File: src/rtl/srfn_pkg.sv
package srfn_pkg;

    localparam int SRC_W      = 32;
    localparam int SRC_EXP_W  = 8;
    localparam int SRC_MANT_W = 23;

    // value class carried from the decode stage to the pack stage
    typedef enum logic [1:0] {
        CLS_ZERO = 2'd0,
        CLS_NORM = 2'd1,
        CLS_INF  = 2'd2,
        CLS_NAN  = 2'd3
    } val_class_e;

    typedef struct packed {
        val_class_e cls;
        logic       sign;
        logic       bump;
    } stage_ctl_t;

endpackage

File: src/rtl/srfn_lfsr.sv
module srfn_lfsr #(
    parameter int          W    = 16,
    parameter logic [15:0] SEED = 16'hACE1,
    parameter logic [15:0] TAPS = 16'hB400
) (
    input  logic         clk,
    input  logic         rst_n,
    input  logic         step,
    output logic [W-1:0] state
);

    logic [W-1:0] state_q;
    logic         fb;

    assign fb    = ^(state_q & TAPS[W-1:0]);
    assign state = state_q;

    always_ff @(posedge clk) begin
        if (!rst_n) begin
            state_q <= SEED[W-1:0];
        end else if (step) begin
            state_q <= {state_q[W-2:0], fb};
        end
    end

endmodule

File: src/rtl/srfn_decode.sv
module srfn_decode
    import srfn_pkg::*;
#(
    parameter int MANT_W    = 9,
    parameter int RND_W     = 8,
    parameter int RU_THRESH = 51,
    localparam int EXP_W    = SRC_EXP_W,
    localparam int MAG_W    = EXP_W + MANT_W,
    localparam int DROP_W   = SRC_MANT_W - MANT_W
) (
    input  logic [SRC_W-1:0] value,
    input  logic             stoch,
    input  logic [RND_W-1:0] rnd,
    output stage_ctl_t       ctl,
    output logic [MAG_W-1:0] mag
);

    logic [EXP_W-1:0]      exp_f;
    logic [SRC_MANT_W-1:0] man_f;
    logic                  inexact;
    logic                  pick_up;

    assign exp_f = value[SRC_W-2 -: EXP_W];
    assign man_f = value[SRC_MANT_W-1:0];
    assign mag   = {exp_f, man_f[SRC_MANT_W-1 -: MANT_W]};

    generate
        if (DROP_W > 0) begin : g_drop
            assign inexact = |man_f[DROP_W-1:0];
        end else begin : g_nodrop
            assign inexact = 1'b0;
        end
    endgenerate

    assign pick_up = (rnd < RND_W'(RU_THRESH));

    always_comb begin
        ctl.sign = value[SRC_W-1];
        ctl.bump = 1'b0;
        if (exp_f == '0) begin
            ctl.cls = CLS_ZERO;
        end else if (exp_f == '1) begin
            ctl.cls = (man_f == '0) ? CLS_INF : CLS_NAN;
        end else begin
            ctl.cls  = CLS_NORM;
            ctl.bump = stoch & inexact & pick_up;
        end
    end

endmodule

File: src/rtl/srfn_pack.sv
module srfn_pack
    import srfn_pkg::*;
#(
    parameter int MANT_W  = 9,
    localparam int EXP_W  = SRC_EXP_W,
    localparam int MAG_W  = EXP_W + MANT_W,
    localparam int OUT_W  = 1 + MAG_W
) (
    input  stage_ctl_t       ctl,
    input  logic [MAG_W-1:0] mag,
    output logic [OUT_W-1:0] result
);

    localparam logic [MAG_W-1:0] MAX_FIN = {{(EXP_W-1){1'b1}}, 1'b0, {MANT_W{1'b1}}};

    logic [MAG_W-1:0] stepped;
    logic [MAG_W-1:0] nan_mag;

    // a carry out of the mantissa lands in the exponent field by itself
    assign stepped = mag + MAG_W'(ctl.bump);
    assign nan_mag = {{EXP_W{1'b1}}, 1'b1, mag[MANT_W-2:0]};

    always_comb begin
        unique case (ctl.cls)
            CLS_ZERO: result = {ctl.sign, {MAG_W{1'b0}}};
            CLS_INF:  result = {ctl.sign, {EXP_W{1'b1}}, {MANT_W{1'b0}}};
            CLS_NAN:  result = {ctl.sign, nan_mag};
            CLS_NORM: begin
                if (stepped[MAG_W-1 -: EXP_W] == '1) begin
                    result = {ctl.sign, MAX_FIN};
                end else begin
                    result = {ctl.sign, stepped};
                end
            end
            default:  result = '0;
        endcase
    end

endmodule

File: src/rtl/srfn_narrower.sv
module srfn_narrower
    import srfn_pkg::*;
#(
    parameter int          MANT_W     = 9,
    parameter int          LFSR_W     = 16,
    parameter logic [15:0] LFSR_SEED  = 16'hACE1,
    parameter logic [15:0] LFSR_TAPS  = 16'hB400,
    parameter int          RND_W      = 8,
    parameter int          RU_THRESH  = 51,
    localparam int         MAG_W      = SRC_EXP_W + MANT_W,
    localparam int         OUT_W      = 1 + MAG_W
) (
    input  logic             clk,
    input  logic             rst_n,
    input  logic             in_valid,
    input  logic [SRC_W-1:0] in_value,
    input  logic             stoch_en,
    output logic             out_valid,
    output logic [OUT_W-1:0] out_value
);

    logic [LFSR_W-1:0] lfsr_state;
    stage_ctl_t        dec_ctl;
    logic [MAG_W-1:0]  dec_mag;
    logic              s1_vld;
    stage_ctl_t        s1_ctl;
    logic [MAG_W-1:0]  s1_mag;
    logic [OUT_W-1:0]  packed_val;

    srfn_lfsr #(
        .W    (LFSR_W),
        .SEED (LFSR_SEED),
        .TAPS (LFSR_TAPS)
    ) u_lfsr (
        .clk   (clk),
        .rst_n (rst_n),
        .step  (in_valid),
        .state (lfsr_state)
    );

    srfn_decode #(
        .MANT_W    (MANT_W),
        .RND_W     (RND_W),
        .RU_THRESH (RU_THRESH)
    ) u_decode (
        .value (in_value),
        .stoch (stoch_en),
        .rnd   (lfsr_state[RND_W-1:0]),
        .ctl   (dec_ctl),
        .mag   (dec_mag)
    );

    // stage 1: decoded class, magnitude and rounding choice
    always_ff @(posedge clk) begin
        if (!rst_n) begin
            s1_vld <= 1'b0;
            s1_ctl <= '{cls: CLS_ZERO, sign: 1'b0, bump: 1'b0};
            s1_mag <= '0;
        end else begin
            s1_vld <= in_valid;
            s1_ctl <= dec_ctl;
            s1_mag <= dec_mag;
        end
    end

    srfn_pack #(
        .MANT_W (MANT_W)
    ) u_pack (
        .ctl    (s1_ctl),
        .mag    (s1_mag),
        .result (packed_val)
    );

    // stage 2: output register
    always_ff @(posedge clk) begin
        if (!rst_n) begin
            out_valid <= 1'b0;
            out_value <= '0;
        end else begin
            out_valid <= s1_vld;
            out_value <= packed_val;
        end
    end

endmodule

File: config.mk
export PLATFORM = sky130hd
export DESIGN_NAME = srfn_narrower
export DESIGN_NICKNAME = d
export VERILOG_FILES = /design/src/rtl/srfn_pkg.sv /design/src/rtl/srfn_lfsr.sv /design/src/rtl/srfn_decode.sv /design/src/rtl/srfn_pack.sv /design/src/rtl/srfn_narrower.sv
export SDC_FILE = /design/constraint.sdc
export NUM_CORES = 1
export LEC_CHECK = 0
export ABC_CLOCK_PERIOD_IN_PS = 3100
export BUFFER_PORTS_ARGS = -buffer_cell sky130_fd_sc_hd__buf_2
export CORE_UTILIZATION = 53
export DETAILED_ROUTE_END_ITERATION = 12
export PLACE_DENSITY = 0.81
export SLEW_MARGIN = 10
export SYNTH_ARGS = -nofsm -noshare
export SYNTH_HDL_FRONTEND = slang
export SYNTH_SLANG_ARGS = --single-unit
File: constraint.sdc
create_clock -name clk -period 3.1 [get_ports clk]
set_clock_uncertainty 0.15 [all_clocks]
set_input_delay 0.155 -clock clk [delete_from_list [all_inputs] [get_ports clk]]
set_output_delay 0.155 -clock clk [all_outputs]
set_load 0.01 [all_outputs]
# Word-level counts from Yosys, hierarchy flattened
# Index checks and enable logic that the tools add are counted.
op_classes:
  add_sub_neg: 1
  mul: 0
  n_div: 0
  order_cmp: 1
  eq_ne: 5
  shifts: 0
  n_mux: 4
  bitwise_logic: 4
  n_reduce_logical: 8
ops:
  columns: ["op", "n"]
  rows:
  - ["$pmux W18 S4", 1]
  - ["$logic_not A23 Y1", 1]
  - ["$add A17 B1 Y17", 1]
  - ["$mux W17", 1]
  - ["$eq A8 B8 Y1 const B", 2]
  - ["$reduce_xor A16 Y1", 1]
  - ["$reduce_or A14 Y1", 1]
  - ["$logic_not A8 Y1", 1]
  - ["$lt A8 B6 Y1 const B", 1]
  - ["$reduce_or A3 Y1", 2]
  - ["$eq A2 B2 Y1 const B", 2]
  - ["$and A1 B1 Y1", 2]
  - ["$eq A2 B1 Y1 const B", 1]
  - ["$logic_not A2 Y1", 1]
  - ["$mux W1", 2]
  - ["$not A1 Y1", 2]
  - ["$reduce_or A2 Y1", 1]
word_totals:
  register_bits: 57
  latchBits: 0
  ram_bits: 0
  rom_bits: 0
  input_bits: 36
  output_inout_bits: 19
  n_memories: 0

# Longest topological paths before layout
logic_depth:
  depth_word: 4
  ltp_mapped: 8
  depth_no_buf: 8

# Cells and area by module
# From an unflattened synthesis, not the netlist that was laid out.
unflattened:
  cells_unflattened: 277
  area_unflattened_um2: 2716.4
modules_own_cells:
  columns: ["module", "instances", "cells_per_inst", "area_each_um2", "seq_area_each_um2"]
  rows:
  - ["srfn_narrower", 1, 86, 1148.6, 820.8]
  - ["srfn_pack", 1, 99, 671.9, 0.0]
  - ["srfn_lfsr", 1, 54, 630.6, 320.3]
  - ["srfn_decode", 1, 38, 265.3, 0.0]

# Worst setup path after synthesis
# No wires, ideal clock.
synth_timing:
  path_type: "reg-to-reg"
  from: "reg s1_mag[0]"
  to: "reg out_value[9]"
  setup_ps: 116
  arrival_time_ps: 2049
  slack_ps: 784
  stages_incl_launch_ff: 9
  cell_sequence: "dfxtp_1 ha_1 ha_1 nand2_1 o31a_2 o32a_2 nor3b_4 nand3_4 a41o_2"
synth_via:
  elab_chain_cells: 4
synth_lines:
  columns: ["element", "line_no", "text"]
  rows:
  - ["start: declaration", "srfn_narrower.sv:27", "logic [MAG_W-1:0] s1_mag;"]
  - ["start signal: assignment", "srfn_narrower.sv:62", "s1_mag <= dec_mag;"]
  - ["$add A17 B1 Y17 *", "srfn_pack.sv:20", "assign stepped = mag + MAG_W'(ctl.bump);"]
  - ["$eq A8 B8 Y1", "srfn_pack.sv:29", "if (stepped[MAG_W-1 -: EXP_W] == '1) begin"]
  - ["$mux W17 *", "srfn_pack.sv:29", null]
  - ["$pmux W18 S4 *", "srfn_pack.sv:24", "unique case (ctl.cls)"]
  - ["end signal: assignment", "srfn_narrower.sv:81", "out_value <= packed_val;"]
  - ["end: declaration", "srfn_narrower.sv:19", "output logic [OUT_W-1:0] out_value"]
# Mark *: on every way between the ends. The rest lies on a longest branch, timed or not. The select of a mux whose other input is x is not followed.
# A chain may end at the register's enable or synchronous reset.

# Worst setup path after layout
# Same ends and word-level chain as after synthesis.

==> summary.md <==
| Metric | Value |
|---|---|
| Main combinational cell family by area after synthesis | `simple AND/OR/NAND/NOR gates` |
| CTS Buf Count | `9` |
| CP Capture Type | `flop` |
| Hold crit path type | `in2reg` |
| Vias in the first global route | `1931` |
| Mapped Area | `2420 µm²` |
| Fmax | `387 MHz` |
| Final setup TNS | `0 ns` |
| Switch Pwr | `367 µW` |
| Worst reg-to-reg setup slack | `0.52 ns` |
| Total gr overflow | `0` |
| Post-CTS sizing | `0` |
| Row cnt | `24` |
| Tcrit/Tclk final | `83.3%` |
| Layout cell share with drive strength beyond 1 | `26.5%` |
| Seq/Total Area, Yosys | `47.1%` |
| Die width | `69.6 µm` |
| Area taken by flip-flops and latches | `1140 µm²` |
| CTS Buffer Depth | `2` |
| Slew margin rel. | `62.7%` |
| Vias/cell | `5.41` |
| DRC viols | `0` |
| Post-synth top area share | `47.1%` |
| Fraction of synthesized cell area in xor and xnor cells | `4.33%` |
| Cells after Synth | `244` |
| CTS sink cnt | `57` |
| Die height | `69.6 µm` |
| Final Slew Violations | `0` |
| Total Power | `1550 µW` |
| RD Place Congestion | `0.969` |
| Clock network fraction of design power | `38.8%` |
| Core area | `4380 µm²` |
| Initial drt markers | `70` |
| Peak VDD IR | `0.000335 V` |
| Simple-Gate Fraction of Synth Area | `27.6%` |
| First-pass GRT wire length | `8.76 mm` |
| Gr usage total | `23.9%` |
| Sequential share of power | `51.9%` |
| Pwr/cell area | `501 nW/µm²` |
| DIE AREA | `4850 µm²` |
| Worst-path clk slew | `0.06 ns` |
| WP data arrival | `2.67 ns` |
| Switching Share | `23.7%` |
| Fillers | `334` |
| I/O Buffers | `54` |
| Worst-Margin Slew | `0.554 ns` |
| # nets final | `357` |
| Router iterations before antenna repair | `4` |
| P_int | `1180 µW` |
| Mux cell area share after synthesis | `7.02%` |
| Final Non-Filler Cells | `376` |
| Fin. Hold Viols | `0` |
| Top post-synthesis cells by area | `dfxtp_1, mux2i_1, and2_1, xnor2_1, o21ai_0` |
| DR vias | `2035` |
| Largest net degree at the start of global routing | `31` |
| Setup Buffers After CTS | `0` |
| WS Path Type | `reg2reg` |
| Leakage | `0.00130 µW` |
| Outcome | `complete, no violations` |
| CP max FO | `10` |
| Final setup vio count | `0` |
| I/O pin cnt | `55` |
| Max-cap violations | `0` |
| Placed insts | `341` |
| Worst EP required | `3.19 ns` |
| DRT antenna net count | `0` |
| Initial core utilization | `55.3%` |
| Avg Cell Area, Syn | `9.94 µm²` |
| WL final | `5.36 mm` |
| Critical hold path startpoint | `in_value[5]` |
| Multi-input gate area | `1230 µm²` |
| R2R Path Start | `s1_mag[0]$_SDFF_PN0_` |
| Distinct cells, synth | `45` |
| CP startpoint | `s1_mag[0]$_SDFF_PN0_` |
| Post-synth EDFFs | `0` |
| ANT cells | `0` |
| Fraction of the mapped netlist area in compound gates | `10.7%` |
| Post-Synth Adder-Cell Area | `1.03%` |
| Area leader, netlist | `dfxtp_1` |
| Hold Worst Slack | `0.00961 ns` |
| CTS tree | `done` |
| Post-synthesis register bit count | `57` |
| Post-detail-place hpwl | `3.57 mm` |
| Root buf cell | `clkbuf_8` |
| Fraction of registers with async set or reset after synthesis | `0%` |
| Clock Latency Late Sink | `0.34 ns` |
| Ys flop type | `dfxtp_1` |
| Post-layout min period | `2.58 ns` |
| Area grow syn2layout | `27.2%` |
| Mapped Nets | `282` |
| Syn. warnings | `0` |
| Combinational Power Share | `9.3%` |
| RSZ-0062 raised after global routing | `no` |
| H-tree lvl count | `3` |
| Initial antenna violation count | `0` |
| Critical path launch point type | `flop` |
| Post-DR wirelength/cell | `14.2 µm` |
[worst paths after layout]
kind / end / cells past startpoint
worst min register to register: out_value[17]$_SDFF_PN0_ / 1
worst max register to register: out_value[9]$_SDFF_PN0_ / 8
worst max-delay path: out_value[9]$_SDFF_PN0_ / 8
worst min-delay path: s1_ctl[2]$_SDFF_PP0_ / 3
[per-stage QoR]
step                      cell area, µm²  util (%)  worst slack, ns
after floorplan                     2420         -            0.784
after global placement              2720      62.0            0.626
after detailed placement            2720      62.0            0.554
after CTS                           3080      70.3            0.539
after global routing                3080      70.3            0.366
final                               3080      70.3            0.517
[critical path: stages (launching register included)]
cell and delay, ns:
dfxtp_1 0.33, ha_1 0.23, ha_1 0.24, nand3_1 0.21, nor4b_1 0.32, mux2i_1 0.13
o32ai_2 0.38, nand3_4 0.19, a41o_2 0.30
[power groups by stage]
stage | clock (µW) | combinational (µW) | sequential [µW]
floorplan | 0 | 78.5 | 811
global placement | 0 | 121 | 816
detailed placement | 0 | 123 | 817
CTS | 617 | 142 | 801
global route | 656 | 158 | 805
finish | 599 | 144 | 801
[Yosys cell counts, drive strengths merged, types with 3 or more instances]
cell / instances
xnor2: 11
nor2b: 10
mux2i: 17
dfxtp: 57
nand2: 18
clkbuf: 7
a211oi: 3
or4: 4
nor4: 7
nor2: 12
nand4: 7
and2: 23
and3: 4
o21ai: 15
a31oi: 6
nand3: 10
nor3: 4
[registers in the layout, summed over array words and instances (netlist names)]
signal        count
out_valid         1
out_value        18
s1_ctl            4
s1_mag           17
s1_vld            1
u_lfsr.state     16
[kinds of logic (layout without fill, tap and decap cells)]
group / Yosys count / after routing
flip-flops: 57 / 57
AND/OR/NAND/NOR: 107 / 107
buffers and inverters: 12 / 92
AO/OA/AOI/OAI: 37 / 37
XOR/XNOR: 12 / 12
multiplexers: 17 / 17
adder cells (fa/ha/maj): 2 / 2
[layout make-up]
type,count,share of cell area (%)
Clock buffer,13,5.15
Clock inverter,3,0.487
Inverter,2,0.243
Multi-Input combinational cell,175,39.8
Sequential cell,57,37.0
Tap cell,52,2.11
Timing Repair Buffer,74,15.2
[cells in the final DEF, fill, tap and decap left out, types with 3 or more instances in the layout]
cell type / n
dlygate4sd3_1: 19
o21ai_0: 15
clkbuf_8: 11
a31oi_1: 6
a211oi_1: 3
nor3_1: 4
nor4_1: 6
and2_1: 22
mux2i_1: 17
nand4_1: 5
nor2_1: 11
clkinv_2: 3
nand2_1: 18
nand3_1: 8
xnor2_1: 11
nor2b_1: 10
dfxtp_1: 57
or4_1: 4
buf_2: 54
[routing by layer]
metal	global-route usage, %	vias up	share of wire, %
met5	0	-	0
met1	24.7	932	41
li1	-	1033	-
met4	16.2	0	4.1
met3	7.27	19	3.7
met2	41.4	51	51
[repair_timing]
| item | CTS | global route |
|---|---|---|
| hold buffers | 19 | 0 |
| setup endpoints to repair | 0 | 0 |
| hold endpoints to repair | 21 | 0 |
(Power assumes the default switching activity.)
